**config.mk**
```make
export PLATFORM = sky130hd
export DESIGN_NAME = lcd_scan_seq
export DESIGN_NICKNAME = d
export VERILOG_FILES = /design/src/rtl/lcd_scan_pkg.sv /design/src/rtl/lcd_row_ctr.sv /design/src/rtl/lcd_drv_map.sv /design/src/rtl/lcd_scan_seq.sv
export SDC_FILE = /design/constraint.sdc
export NUM_CORES = 1
export LEC_CHECK = 0
export ABC_AREA = 1
export BUFFER_PORTS_ARGS = -buffer_cell sky130_fd_sc_hd__buf_2
export CAP_MARGIN = 25
export CORE_ASPECT_RATIO = 2
export CORE_MARGIN = 1.5
export CORE_UTILIZATION = 30
export DETAILED_ROUTE_END_ITERATION = 16
export PLACE_DENSITY = 0.49
export SYNTH_ARGS = -nofsm -noshare
export SYNTH_HDL_FRONTEND = slang
export SYNTH_SLANG_ARGS = --single-unit
```
**constraint.sdc**
```tcl
create_clock -name clk -period 4.9 [get_ports clk]
set_input_delay 0.98 -clock clk [delete_from_list [all_inputs] [get_ports clk]]
set_output_delay 0.98 -clock clk [all_outputs]
set_load 0.01 [all_outputs]
```
**src/rtl/lcd_scan_pkg.sv**
```systemverilog
// Shared level codes and code-selection helpers for the LCD scan sequencer.
// Assumes a 2-bit code per output, decoded by an external bias switch.
package lcd_scan_pkg;

    typedef enum logic [1:0] {
        LVL_VSS  = 2'b00,
        LVL_LOW  = 2'b01,
        LVL_HIGH = 2'b10,
        LVL_VLCD = 2'b11
    } lvl_t;

    // Backplane code: the selected row goes to the extreme that opposes the columns
    function automatic lvl_t backplane_lvl(input logic selected, input logic frame);
        if (selected) return frame ? LVL_VLCD : LVL_VSS;
        return frame ? LVL_LOW : LVL_HIGH;
    endfunction

    // Segment code: a lit pixel takes the extreme, an unlit one the far intermediate
    function automatic lvl_t segment_lvl(input logic lit, input logic frame);
        if (lit) return frame ? LVL_VSS : LVL_VLCD;
        return frame ? LVL_HIGH : LVL_LOW;
    endfunction

endpackage

```
**src/rtl/lcd_row_ctr.sv**
```systemverilog
// Row scan counter and row-word latch.
// Registers the frame input, detects its rising edge, and advances the row
// index on each rising edge or forces it to zero on strobe. The word read
// from memory is captured at the same event. Assumes a combinational read.
module lcd_row_ctr #(
    parameter int ROWS = 8,
    parameter int MUX  = 4,
    parameter int W    = 40,
    parameter int AW   = 3
) (
    input  logic          clk,
    input  logic          rst_n,
    input  logic          fr_in,
    input  logic          strobe,
    input  logic          col_only,
    input  logic [W-1:0]  ram_data,
    output logic [AW-1:0] rd_addr,
    output logic [AW-1:0] row_idx,
    output logic [W-1:0]  word_q,
    output logic          fr_q
);
    localparam logic [AW-1:0] LAST_COL = AW'(ROWS - 1);
    localparam logic [AW-1:0] LAST_MUX = AW'(MUX - 1);

    logic [AW-1:0] last_row;
    logic [AW-1:0] row_nxt;
    logic          fr_rise;
    logic          scan_ev;

    // Pick the wrap point and the successor row
    always_comb begin
        last_row = col_only ? LAST_COL : LAST_MUX;
        fr_rise  = fr_in & ~fr_q;
        scan_ev  = fr_rise | strobe;
        if (strobe)                row_nxt = '0;
        else if (row_idx >= last_row) row_nxt = '0;
        else                       row_nxt = row_idx + AW'(1);
    end

    assign rd_addr = row_nxt;

    // Frame register, row index and latched word
    always_ff @(posedge clk) begin
        if (!rst_n) begin
            fr_q    <= 1'b0;
            row_idx <= '0;
            word_q  <= '0;
        end else begin
            fr_q <= fr_in;
            if (scan_ev) begin
                row_idx <= row_nxt;
                word_q  <= ram_data;
            end
        end
    end


    strobe_home_chk: assert property (@(posedge clk) disable iff (!rst_n)
        strobe |=> (row_idx == '0));


    hold_chk: assert property (@(posedge clk) disable iff (!rst_n)
        (!strobe && !(fr_in && !fr_q)) |=> ($stable(row_idx) && $stable(word_q)));


    row_bound_chk: assert property (@(posedge clk) disable iff (!rst_n)
        (!col_only && (fr_in && !fr_q)) |=> (row_idx < AW'(MUX)));

endmodule

```
**src/rtl/lcd_drv_map.sv**
```systemverilog
// Per-output level-code generator with a registered output.
// Outputs below MUX act as backplanes in row/column mode and as columns
// in column-only mode. All others are always columns. Blank masks the data.
module lcd_drv_map
    import lcd_scan_pkg::*;
#(
    parameter int NOUT = 40,
    parameter int MUX  = 4,
    parameter int AW   = 3
) (
    input  logic              clk,
    input  logic              rst_n,
    input  logic [AW-1:0]     row_idx,
    input  logic [NOUT-1:0]   word_q,
    input  logic              fr_q,
    input  logic              blank,
    input  logic              col_only,
    output logic [2*NOUT-1:0] drv_code
);
    localparam int NCOL = NOUT - MUX;

    logic [MUX-1:0]  row_ext;
    logic [NCOL-1:0] col_ext;
    logic [NCOL-1:0] col_lsb;
    logic            started;

    for (genvar i = 0; i < NOUT; i++) begin : g_out
        lvl_t code_nxt;
        if (i < MUX) begin : g_dual
            // Backplane or column, chosen by mode
            always_comb begin
                if (!col_only) code_nxt = backplane_lvl(row_idx == AW'(i), fr_q);
                else           code_nxt = segment_lvl(word_q[i] & ~blank, fr_q);
            end
            assign row_ext[i] = (drv_code[2*i+1] == drv_code[2*i]);
        end else begin : g_col
            // Column only
            always_comb code_nxt = segment_lvl(word_q[i] & ~blank, fr_q);
            assign col_ext[i-MUX] = (drv_code[2*i+1] == drv_code[2*i]);
            assign col_lsb[i-MUX] = drv_code[2*i];
        end
        // Register the code for this output
        always_ff @(posedge clk) begin
            if (!rst_n) drv_code[2*i+1:2*i] <= LVL_VSS;
            else        drv_code[2*i+1:2*i] <= code_nxt;
        end
    end

    // Marks that the drive register holds a computed value
    always_ff @(posedge clk) begin
        if (!rst_n) started <= 1'b0;
        else        started <= 1'b1;
    end


    one_row_chk: assert property (@(posedge clk) disable iff (!rst_n)
        (started && !$past(col_only)) |-> $onehot0(row_ext));


    blank_cols_chk: assert property (@(posedge clk) disable iff (!rst_n)
        (started && $past(blank)) |-> (col_ext == '0));


    col_polarity_chk: assert property (@(posedge clk) disable iff (!rst_n)
        started |-> (col_lsb == ($past(fr_q) ? '0 : '1)));

endmodule

```
**src/rtl/lcd_scan_seq.sv**
```systemverilog
// Top of the LCD multiplex scan sequencer.
// Ties the row counter to the per-output code map. Assumes fr_in is
// synchronous to clk and that the display memory answers in the same cycle.
module lcd_scan_seq #(
    parameter int NOUT = 40,
    parameter int ROWS = 8,
    parameter int MUX  = 4,
    localparam int AW  = $clog2(ROWS)
) (
    input  logic              clk,
    input  logic              rst_n,
    input  logic              fr_in,
    input  logic              strobe,
    input  logic              blank,
    input  logic              col_only,
    output logic [AW-1:0]     ram_rd_addr,
    input  logic [NOUT-1:0]   ram_rd_data,
    output logic [2*NOUT-1:0] drv_code
);
    logic [AW-1:0]   row_idx;
    logic [NOUT-1:0] word_q;
    logic            fr_q;

    lcd_row_ctr #(.ROWS(ROWS), .MUX(MUX), .W(NOUT), .AW(AW)) u_ctr (
        .clk      (clk),
        .rst_n    (rst_n),
        .fr_in    (fr_in),
        .strobe   (strobe),
        .col_only (col_only),
        .ram_data (ram_rd_data),
        .rd_addr  (ram_rd_addr),
        .row_idx  (row_idx),
        .word_q   (word_q),
        .fr_q     (fr_q)
    );

    lcd_drv_map #(.NOUT(NOUT), .MUX(MUX), .AW(AW)) u_map (
        .clk      (clk),
        .rst_n    (rst_n),
        .row_idx  (row_idx),
        .word_q   (word_q),
        .fr_q     (fr_q),
        .blank    (blank),
        .col_only (col_only),
        .drv_code (drv_code)
    );


    reset_idle_chk: assert property (@(posedge clk)
        !rst_n |=> (drv_code == '0));

endmodule

```
==> metrics.yaml <==
placed_design:
  placed_cells: 935
  place_congestion: 0.736
  hpwl_mm: 7.63
  io_buffers: 128
clocking:
  worstSkewPairLatency_ns: 0.41
  cts_buffers: 17
  postCtsResizedCells: 0
  path_clk_slew_ns: 0.05
  clkSinkCount: 121
  cts_tree: "done"
  ctsHoldBuffers: 0
  post_cts_buffers: 0
  clockRootBuffer: "clkbuf_16"
  htreeDepth: 4
  cts_max_path_buffers: 2
global_route:
  track_usage_pct: 13.8
  antenna_found_initial: 0
  grt_pass1_vias: 4006
  grt_max_degree: 83
  grt_pass1_wl_mm: 18.9
  grt.overflow.total: 0
routing:
  drt-initial-drc-count: 167
  wl_mm: 11.6
  drc: 0
  antenna_left: 0
  drtPass1Iterations: 4
  wl_per_cell_um: 12.0
  vias_per_cell: 4.24
  vias: 4096
setup_path:
  worstPathArrival_ns: 2.16
  crit_path_end: "ram_rd_addr[0]"
  r2r_start: "u_ctr.fr_q"
  worst_path_max_delay_cell: "ha_1"
  critPathMaxStageDelay_ns: 0.30
  path_buf_inv: 4
  r2r-end: "u_ctr.word_q[1]"
  worstSetupEndpointType: "output port"
  r2r_cells: 6
  path_cells: "buf_2, inv_1, ha_1, a21oi_1, inv_1, nor3_1, buf_2"
  cp_top_family: "buffers and inverters"
  path_class: "in -> out"
  cp_max_fo: 6
  cp.required_ns: 3.92
  crit_cells: 7
  critPathLaunchType: "primary input"
  reg2reg_slack_ns: 3.12
  crit_start: "col_only"
final_layout:
  syn_to_final_growth_pct: 26.8
  stdcell_count: 966
  regArea_um2: 2420
  insertedDiodeCount: 0
  drive_gt1_share_pct: 21.9
  fillCellCount: 1763
  nets: 871
  multi_input_area_um2: 2240
floorplanning:
  io_pins: 129
  start_util_pct: 30.7
  die-area_um2: 18100
  die_width_um: 95.8
  rows: 67
  die_y_um: 189
  core_area_um2: 16800
yosys:
  synth_top_area_share_pct: 46.9
  syn_area_um2: 5170
  syn_inst: 625
  synth.top_cells.by_area: "dfxtp_1 (47%), ha_1 (19%), nor2_1 (12%), inv_1 (6.0%), nand2_1 (6.0%)"
  synth_largest_area_cell: "dfxtp_1"
  synth.avg_cell_area_um2: 8.27
  syn_nets: 749
  yosys_warnings: 0
  ys_types: 20
  ys_ff_latch: 121
  synth_seq_area_share_pct: 46.9
timing:
  clock_skew_ns: 0.00641
  rsz0062_at_grt: "no"
  slew_viol_final: 0
  fin_tns_setup_ns: 0
  period_share_pct: 64.0
  tightest_slew_ns: 0.932
  fin_crit_ns: 3.14
  finalHoldViolCount: 0
  hold-worst-slack_ns: 0.497
  max_slew_margin_pct: 37.9
  timing.fmax_mhz: 319
  setup_viol: 0
run:
  cap_viol_max_count: 0
worst_hold_path:
  hold_class: "reg -> reg"
power_and_ir_drop:
  ir_drop_mv: 0.230
  leakage_nw: 3.74
  power_density_nw_per_um2: 414
run_status:
  outcome: "finished clean"
==> state kept, by name, summed over array words and instances (netlist names) <==
name and cells:
u_map.drv_code 77, u_ctr.word_q 40, u_ctr.row_idx 3, u_ctr.fr_q 1
==> tightest hold or removal path, delay by kind of cell, from the launching register on <==
| kind | cells | cell delay, ns |
|---|---|---|
| compound gates | 1 | 0.07 |
| flops | 1 | 0.32 |
| simple gates | 1 | 0.07 |
==> routing by layer <==
| layer | routed length, um | track usage [%] |
|---|---|---|
| met5 | 0 | 0 |
| met4 | 172 | 6.00 |
| met3 | 585 | 4.44 |
| met2 | 6430 | 25.8 |
| met1 | 4400 | 13.2 |
==> metrics by stage <==
stage	power, mW	cell area, um^2	setup WS (ns)	util (%)
2_1_floorplan	1.29	5170	2.01	-
3_3_place_gp	1.38	5920	1.78	35.1
3_5_place_dp	1.39	5920	1.76	35.1
4_1_cts	2.76	6550	1.76	38.9
5_1_grt	2.85	6550	1.60	38.9
6_report	2.71	6550	1.76	38.9
==> synth_stat cells <==
library cell,number
dfxtp_1,121
ha_1,78
o21ai_1,9
inv_1,83
buf_2,11
nor2_1,159
nand2_4,1
or2_2,1
buf_4,5
buf_1,1
a21oi_1,9
nand2_1,83
nand3_1,14
clkbuf_4,3
nor3_1,3
nand2_2,1
inv_2,2
buf_6,4
o21ai_0,32
clkbuf_1,5
==> layout make-up <==
cell class,instances,share of cell area (%)
Sequential cell,121,37.0
Clock inverter,9,2.60
Multi-Input combinational cell,390,34.3
Inverter,85,4.89
Timing Repair Buffer,132,10.2
Clock buffer,22,7.09
Tap cell,207,3.95
==> report_power, final <==
part | switching, mW | internal [mW]
logic | 0.173 | 0.109
registers | 0.0236 | 1.06
clock network | 0.425 | 0.922
total | 0.622 | 2.09
==> how the worst min path moves through the flow <==
stage / startpoint / endpoint / slack, ns / cells after the start
2_1_floorplan: u_ctr.word_q[10] / u_ctr.word_q[10] / 0.46 / 2
5_1_grt: u_ctr.word_q[5] / u_ctr.word_q[5] / 0.53 / 2
6_report: u_ctr.word_q[10] / u_ctr.word_q[10] / 0.50 / 2
3_5_place_dp: u_ctr.word_q[5] / u_ctr.word_q[5] / 0.48 / 2
3_3_place_gp: u_ctr.word_q[9] / u_ctr.word_q[9] / 0.48 / 2
4_1_cts: u_ctr.word_q[8] / u_ctr.word_q[8] / 0.50 / 2
==> cells in the final DEF, fill, tap and decap left out <==
master     instances
inv_2              2
clkbuf_8           2
buf_4              4
inv_1             82
nand2_2            1
nand2_4            1
nor2_1           159
clkbuf_1           3
o21ai_1            9
nand3_1           14
buf_2            128
clkbuf_16         17
a21oi_1            9
clkinv_2           5
nand2_1           83
bufinv_16          5
nor3_1             3
o21ai_0           32
dfxtp_1          121
ha_1              78
or2_2              1
==> cell families (layout without fill, tap and decap cells) <==
group	Yosys count	in the layout	synth area share, %
and+or+nand+nor	262	262	19.7
DFF	121	121	46.9
AOI/OAI and AO/OA	50	50	4.84
buffers and inverters	114	248	9.71
adders and majority gates	78	78	18.9
No activity file was read; power rests on OpenSTA's default activity.
